`src/rtl/uart_mdl_pkg.sv`:
```
package uart_mdl_pkg;
  typedef enum logic [1:0] {CH_NORMAL = 2'd0, CH_ECHO = 2'd1, CH_LOCAL = 2'd2, CH_REMOTE = 2'd3} chmode_e;
  localparam int FRAME_W = 11;

  function automatic logic [3:0] data_len(input logic [1:0] code);
    return 4'd5 + {2'b00, code};
  endfunction

  // total bits in a frame including start and stop
  function automatic logic [3:0] frame_len(input logic [1:0] code, input logic nen);
    return 4'd2 + data_len(code) + {3'b000, nen};
  endfunction

  function automatic logic parity_of(input logic [7:0] d, input logic [1:0] code, input logic odd);
    logic [7:0] m;
    m = 8'hFF >> (2'd3 - code);
    return (^(d & m)) ^ odd;
  endfunction

  function automatic logic majority3(input logic a, input logic b, input logic c);
    return (a & b) | (a & c) | (b & c);
  endfunction

  // LSB-first serial image: start, data, optional ninth, stop, idle ones
  function automatic logic [FRAME_W-1:0] build_frame(input logic [7:0] d, input logic [1:0] code,
                                                     input logic nen, input logic nval);
    logic [FRAME_W-1:0] f;
    int n;
    f = '1;
    f[0] = 1'b0;
    n = int'(data_len(code));
    for (int i = 0; i < 8; i++) if (i < n) f[i+1] = d[i];
    if (nen) f[n+1] = nval;
    return f;
  endfunction
endpackage

```
`src/rtl/uart_mdl_rx.sv`:
```
module uart_mdl_rx
  import uart_mdl_pkg::*;
(
  input  logic       clk,
  input  logic       rst_n,
  input  logic       tick,
  input  logic       rxin,
  input  logic [1:0] code,
  input  logic       nen,
  output logic       done,
  output logic       brk,
  output logic [7:0] data,
  output logic       ninth,
  output logic       stop_ok
);
  typedef enum logic [1:0] {RX_IDLE, RX_RUN, RX_WAITHI} rxst_e;
  rxst_e st;
  logic [FRAME_W-1:0] sh, cur;
  logic [3:0] sub, idx, last;
  logic [1:0] v;
  logic maj, all_zero;
  logic [7:0] dat_c;
  int n;

  assign last = frame_len(code, nen) - 1'b1;
  assign maj  = majority3(v[0], v[1], rxin);
  assign n    = int'(data_len(code));

  always_comb begin
    cur = sh;
    cur[idx] = maj;
    all_zero = 1'b1;
    for (int i = 0; i < FRAME_W; i++) if (i <= int'(last) && cur[i]) all_zero = 1'b0;
    for (int i = 0; i < 8; i++) dat_c[i] = (i < n) ? cur[i+1] : 1'b0;
  end

  always_ff @(posedge clk or negedge rst_n) begin
    if (!rst_n) begin
      st <= RX_IDLE; sh <= '0; sub <= '0; idx <= '0; v <= '0;
      done <= 1'b0; brk <= 1'b0; data <= '0; ninth <= 1'b0; stop_ok <= 1'b1;
    end else begin
      done <= 1'b0;
      brk  <= 1'b0;
      if (tick) begin
        case (st)
          RX_IDLE: if (!rxin) begin
            st <= RX_RUN; sub <= '0; idx <= '0; sh <= '0;
          end
          RX_RUN: begin
            sub <= sub + 1'b1;
            if (sub == 4'd7) v[0] <= rxin;
            if (sub == 4'd8) v[1] <= rxin;
            if (sub == 4'd9) begin
              if (idx == '0 && maj) st <= RX_IDLE;
              else begin
                sh <= cur;
                if (idx == last) begin
                  if (all_zero) begin
                    brk <= 1'b1; st <= RX_WAITHI;
                  end else begin
                    done <= 1'b1; st <= RX_IDLE;
                    data <= dat_c; ninth <= cur[n+1]; stop_ok <= cur[last];
                  end
                end else idx <= idx + 1'b1;
              end
            end
          end
          default: if (rxin) st <= RX_IDLE;
        endcase
      end
    end
  end
endmodule

```
`config.mk`:
```
export PLATFORM = sky130hd
export DESIGN_NAME = uart_mdl_rx
export DESIGN_NICKNAME = d
export VERILOG_FILES = /design/src/rtl/uart_mdl_pkg.sv /design/src/rtl/uart_mdl_rx.sv
export SDC_FILE = /design/constraint.sdc
export NUM_CORES = 1
export LEC_CHECK = 0
export ABC_AREA = 1
export BUFFER_PORTS_ARGS = -buffer_cell sky130_fd_sc_hd__buf_2
export CORE_ASPECT_RATIO = 1.1
export CORE_MARGIN = 8
export CORE_UTILIZATION = 54
export DETAILED_ROUTE_END_ITERATION = 6
export PLACE_DENSITY_LB_ADDON = 0.08
export SYNTH_ARGS = -nofsm -noshare
export SYNTH_HDL_FRONTEND = slang
export SYNTH_SLANG_ARGS = --single-unit
```
`constraint.sdc`:
```
create_clock -name clk -period 1.9 [get_ports clk]
set_input_delay 0.095 -clock clk [delete_from_list [all_inputs] [get_ports clk]]
set_output_delay 0.095 -clock clk [all_outputs]
set_load 0.05 [all_outputs]
```
* Word-level counts from Yosys, hierarchy flattened *
Cells that the tools add are included.

word-level totals
  register bits after elaboration = 35
  logic and storage cells = 136

cells by class
  add/subtract/negate cells = 7
  magnitude comparators = 22
  eq/ne operators = 10
  muxes and demuxes = 56
  bitwise gates (word level) = 7
  reductions and logical operators = 23

operator list
  kind                                                                           count
  1-bit two-way mux                                                              35
  11-bit two-way mux                                                             3
  11-bit one-hot mux with 2 select lines                                         1
  3-bit by 4-bit <= comparator with 1-bit output (first input constant)          4
  3-bit by 4-bit less-than comparator with 1-bit output (first input constant)   4
  4-bit two-way mux                                                              4
  4-bit one-hot mux with 2 select lines                                          2
  4-bit <= comparator (first input constant)                                     3
  1-bit logical AND                                                              12
  2-bit two-way mux                                                              6
  6-bit AND reduction                                                            2
  11-bit bitwise mux                                                             1
  4-bit by 5-bit less-than comparator with 1-bit output (second input constant)  2
  5-bit AND reduction                                                            2
  3-bit AND reduction                                                            3
  4-bit by 1-bit adder with 4-bit output (second input constant)                 2
  1-bit binary-select mux with 4-bit select                                      2
  4-bit == test (second input constant)                                          2
  2-bit by 4-bit <= comparator with 1-bit output (first input constant)          2
  1-bit by 4-bit less-than comparator with 1-bit output (first input constant)   2
  2-bit by 4-bit less-than comparator with 1-bit output (first input constant)   2
  2-bit inequality test (second input constant)                                  4
  4-bit by 1-bit adder with 5-bit output (second input constant)                 1
  5-bit less-than comparator (second input constant)                             1
  other kinds (19)                                                               23

* Depth between registers and ports, before layout *
  depth in word-level cells = 22
  gate-level depth with buffers = 14

* Worst setup path after synthesis *
No wires, ideal clock.

  path type = input -> register
  start point = input port nen
  end point = register data[7]
  library setup time = 0.119 ns
  data arrival time = 1.869 ns
  setup slack = -0.088 ns
  cell stages on the path = 13
  path buffers = 1
  path through = inv_1 -> ha_1 -> inv_1 -> fa_1 -> inv_1 -> o21ai_0 -> nor2_1 -> nand3_1 -> nor3_2 -> nand2_4 -> buf_12 -> nand2_2 -> o21ai_2

between the ends
  cells in the longest elaborated chain, start to end = 16

ends and longest elaborated chain
  item                                            line                text
  from (decl)                                     uart_mdl_rx.sv:9    input logic nen,
  4-bit by 1-bit adder with 4-bit output *        uart_mdl_pkg.sv:11  return 4'd2 + data_len(code) + {3'b000, nen};
  4-bit by 1-bit subtractor with 4-bit output *   uart_mdl_rx.sv:25   assign last = frame_len(code, nen) - 1'b1;
  1-bit by 4-bit <= comparator with 1-bit output  uart_mdl_rx.sv:33   for (int i = 0; i < FRAME_W; i++) if (i <= int'(last) && cur[i]) all_zero = 1'b0;
  1-bit logical AND                               uart_mdl_rx.sv:33
  1-bit two-way mux (10 in series)                uart_mdl_rx.sv:33
  1-bit NOT (no line)                             -
  6-bit AND reduction (no line) *                 -
  to (signal assigned)                            uart_mdl_rx.sv:62   data <= dat_c; ninth <= cur[n+1]; stop_ok <= cur[last];
  to (decl)                                       uart_mdl_rx.sv:12   output logic [7:0] data,

Every way passes the cells marked *; elsewhere a longest branch is shown, timed or not.
A chain may end at the register's enable or synchronous reset.

* Worst setup path after layout *
  start point = register idx[0]
  end point = register st[1]

between the ends
  cells in the longest elaborated chain, start to end = 21

ends and longest elaborated chain
  item                                                                                                                                                         line               text
  from (decl)                                                                                                                                                  uart_mdl_rx.sv:19  logic [3:0] sub, idx, last;
  from (signal assigned)                                                                                                                                       uart_mdl_rx.sv:64  end else idx <= idx + 1'b1;
  4-bit by 5-bit less-than comparator with 1-bit output (implied by the code) or 4-bit by 1-bit greater-or-equal comparator with 1-bit output (tied branches)  uart_mdl_rx.sv:31  cur[idx] = maj;
  1-bit logical AND (implied by the code)                                                                                                                      uart_mdl_rx.sv:31
  1-bit two-way mux (implied by the code)                                                                                                                      uart_mdl_rx.sv:31
  1-bit demux with 4-bit select                                                                                                                                uart_mdl_rx.sv:31
  11-bit bitwise mux                                                                                                                                           uart_mdl_rx.sv:31
  1-bit two-way mux or 1-bit logical AND (tied branches)                                                                                                       uart_mdl_rx.sv:33
  1-bit two-way mux (10 in series)                                                                                                                             uart_mdl_rx.sv:33
  2-bit two-way mux                                                                                                                                            uart_mdl_rx.sv:58  if (all_zero) begin
  2-bit two-way mux                                                                                                                                            uart_mdl_rx.sv:57  if (idx == last) begin
  2-bit two-way mux                                                                                                                                            uart_mdl_rx.sv:54  if (idx == '0 && maj) st <= RX_IDLE;
  2-bit two-way mux                                                                                                                                            uart_mdl_rx.sv:53  if (sub == 4'd9) begin
  2-bit one-hot mux with 2 select lines                                                                                                                        uart_mdl_rx.sv:45  case (st)
  to (signal assigned)                                                                                                                                         uart_mdl_rx.sv:47  st <= RX_RUN; sub <= '0; idx <= '0; sh <= '0;
  to (signal assigned)                                                                                                                                         uart_mdl_rx.sv:54
  to (signal assigned)                                                                                                                                         uart_mdl_rx.sv:59  brk <= 1'b1; st <= RX_WAITHI;
  to (decl)                                                                                                                                                    uart_mdl_rx.sv:17  rxst_e st;

Several ways; a longest one is shown, not always the timed one. The select of a mux whose other input is x is not followed.

==> results by group <==
Setup path
  • Kind of critical path: reg -> reg
  • Arrival time worst endpoint: 2.08 ns
  • Critical Path Source Type: flip-flop
  • Most frequent cell on the critical path: nand2_1
  • Crit path largest cell delay: between 0.3 and 0.4 ns
  • WP data required: 2.13 ns
  • Crit. Startpoint: idx[0]$_DFFE_PN0P_
  • Worst-case reg-to-reg path depth: 11
  • Crit path depth: 11
  • Worst path top cell family by delay: simple AND/OR/NAND/NOR gates
  • Crit end category: flip-flop
  • Cells along the critical path: buf_4 -> ha_1 -> nand2_1 -> nand2_1 -> o21ai_2 -> nand2_1 -> a21oi_2 -> nand3_4 -> buf_6 -> nand3b_1 -> nand2_1
  • CP Max Fanout: 4
  • Worst path slowest cell: dfrtp_1
  • Worst Path Buf+Inv: 2
  • Worst reg2reg path startpoint: idx[0]$_DFFE_PN0P_

STA
  • Final hold violation count: 0
  • Final hold slack: 0.1108 ns
  • Final min period: 1.856 ns
  • Max transition margin: 0.4877
  • RSZ-0062 raised after global routing: true
  • Setup TNS: 0 ns
  • Final Cycle Share: 0.9769
  • Fmax: between 500 and 600 MHz
  • Skew final: 0.01050 ns
  • Final Max Tran Viols: 0
  • Final setup viols: 0
  • Worst Tran Pin Value: 0.7684 ns
  • Setup slack after layout: 0.04394 ns

Place
  • IO Port Bufs: 18
  • DP Wirelength: 4466 um
  • Setup WS pre-CTS: -0.3090 ns
  • Routability cong.: 0.9116

Floorplan
  • Die W: 78.34 um
  • Die area: 6626 um^2
  • Rows: 25
  • Total I/O pin count: 19
  • Initial Util: 0.5507
  • Core Box Area: about 4200 um^2
  • Die Height: approximately 85 um

Synth
  • Post-Synthesis Cells: just over 300
  • Post-synth top cells: nand2_1 (71), inv_1 (41), dfrtp_1 (34)
  • EDFF count, synth: 0
  • Mean post-synth cell area: 7.471 um^2
  • Post-synthesis sequential area ratio: 0.3799
  • Area share of the largest cell type after synthesis: 0.3686
  • Syn Nets: 330
  • Yosys cell types: 31
  • Synth Area in XOR/XNOR: 0.003794
  • Simple-gate share of the synthesized area: 0.3014
  • Synth Register Bits: 35
  • Most common cell in the netlist: nand2_1
  • Largest family of logic cells by synthesized area: simple AND/OR/NAND/NOR gates
  • Synth Area in Adders: 0.07913
  • Post-synth top flop: dfrtp_1
  • FFs w/ async S/R, synth: 1.000
  • Compound-Gate Fraction of Synth Area: 0.1469
  • Post-synthesis mux area share: 0
  • Synth top area cells: dfrtp_1 (37%), nand2_1 (12%), ha_1 (7.0%)
  • Synth warnings: 0
  • Cell taking the most area after synthesis: dfrtp_1
  • Synthesized area: roughly 2300 um^2

Clocking
  • Num CTS Buffers: 5
  • Clock buffer depth: 2
  • Root buffer cell: clkbuf_8
  • Max H-tree Level: 2
  • CTS tree: built
  • CTS sink cnt: 35
  • Clock transition at path regs: about 0.07 ns
  • Clock Latency Late Sink: 0.29 ns

Power
  • Worst VDD drop: about 860 uV
  • Power Density: 1125 nW/um^2
  • Switch share: 0.4300
  • Pleak: 1.461 nW
  • P_int: 1.890 mW
  • Sequential group share of total power: 0.286
  • Switching pwr: between 1 and 1.5 mW
  • Clock power frac: 0.168
  • Comb pwr share: 0.546

Finish
  • Area grow syn2layout: 27.70%
  • Seq. cell area: 877.1 um^2
  • Multi-input combinational cell area: 1331 um^2
  • Final-layout fill cell count: 356
  • Final net count: 390
  • Antenna cells: 0
  • Layout cell share with drive strength beyond 1: 0.3360

Global route
  • Global route overflow: 0
  • Antenna violations before repair: 0
  • Total GRT Usage: 0.1777
  • Vias in the first global route: 2189
  • First-pass GRT wire length: 9701 um
  • Largest net degree at the start of global routing: 36

Min path
  • Worst hold stages: 3
  • Hold wc startpoint: rxin
  • Hold Crit Class: in -> reg

Route
  • Drt drc: 0
  • Initial DRC count: 116
  • Detailed Routing Iterations Pass 1: 4
  • Vias after detailed routing: 2278
  • Antenna-violating nets left: 0
  • Detailed Route WL: 5944 um
  • Vias per cell: 5.385
  • WL/cell: 14.05 um

Run
  • Max cap viols: 0

Outcome
  • Outcome: finished, final reports clean
[state kept, by name, summed over array words and instances, names as in the netlist]
register,cells
v,2
stop_ok,1
data,8
brk,1
done,1
idx,4
sh,11
st,2
ninth,1
sub,4
[power by group through the flow]
stage          sequential, mW  clock [mW]  combinational [mW]
6_report                0.949       0.558                1.81
5_1_grt                 0.965       0.589                1.97
4_1_cts                 0.939       0.570                1.58
3_5_place_dp            0.953           0                1.52
3_3_place_gp            0.953           0                1.50
2_1_floorplan           0.990           0               0.850
[cell type report]
| class | count | share of cell area |
|---|---|---|
| clock buffers | 6 | 0.02801 |
| clock inverters | 1 | 0.001698 |
| inverters | 46 | 0.06367 |
| multi-input cells | 224 | 0.4516 |
| flip-flops and latches | 35 | 0.2975 |
| well taps | 54 | 0.02292 |
| repair buffers | 57 | 0.1345 |
[per-layer routing]
layer	GRT usage	share of wire	vias to the layer above
li1	-	-	1128
met1	0.2245	0.45	1099
met2	0.3017	0.50	45
met3	0.03419	0.040	6
met4	0.04047	0.0099	0
met5	0	0	-
[timing repair]
| item | CTS | global route |
|---|---|---|
| buffers inserted | 0 | 5 |
| hold buffers | 1 | 0 |
| pin swaps | 1 | 13 |
| endpoints found under the setup margin | 9 | 17 |
| cloned | 0 | 0 |
| gates resized for setup | 5 | 26 |
| hold endpoints to repair | 34 | 0 |
[cells in the final DEF (no fill, tap or decap), types with 2 or more instances in the layout]
cell type / netlist / final
nand2_4: 2 / 2
nand3_2: 3 / 3
inv_2: 5 / 11
buf_6: 0 / 3
o21ai_1: 7 / 7
or2_2: 4 / 4
buf_2: 1 / 18
a21oi_2: 1 / 4
nand2_1: 71 / 68
nand3_1: 26 / 25
nor2_1: 28 / 24
nor2_2: 2 / 6
clkbuf_8: 0 / 6
nand4_1: 5 / 5
inv_1: 41 / 33
nand2_2: 6 / 8
o21ai_0: 18 / 16
ha_1: 13 / 10
a21oi_1: 12 / 9
buf_4: 0 / 35
o21ai_2: 10 / 12
dfrtp_1: 34 / 34
ha_4: 0 / 2
o22ai_1: 7 / 7
[worst min-delay path: stages]
cell and delay [ns]:
buf_2 0.15, nand2_1 0.06, o21ai_0 0.06
[path summary, 6_finish.rpt]
check / to / slack (ns)
min in group asynchronous: sh[7]$_DFFE_PN0P_ / 0.41
max reg2reg: st[1]$_DFFE_PN0P_ / 0.04
max in group asynchronous: data[5]$_DFFE_PN0P_ / 1.00
max: st[1]$_DFFE_PN0P_ / 0.04
min: v[0]$_DFFE_PN0P_ / 0.11
min reg2reg: data[4]$_DFFE_PN0P_ / 0.49
[cells by family (layout without fill, tap and decap cells)]
logic type | count (synthesis) | count (layout)
AND/OR/NAND/NOR | 152 | 152
AO/OA/AOI/OAI | 57 | 57
buffers and inverters | 50 | 110
flip-flops | 35 | 35
adder cells (fa/ha/maj) | 14 | 14
XOR/XNOR | 1 | 1
[stage by stage]
| step | cells | utilization | power (mW) | cell area (um^2) |
|---|---|---|---|---|
| after floorplan | 309 | - | 1.840 | 2336 |
| after detailed placement | 410 | 0.6463 | 2.474 | 2709 |
| after global routing | 423 | 0.7033 | 3.527 | 2948 |
| after global placement | 410 | 0.6463 | 2.448 | 2709 |
| after CTS | 418 | 0.6764 | 3.090 | 2835 |
| final | 423 | 0.7033 | 3.316 | 2948 |
No activity file was read; power rests on OpenSTA's default activity.
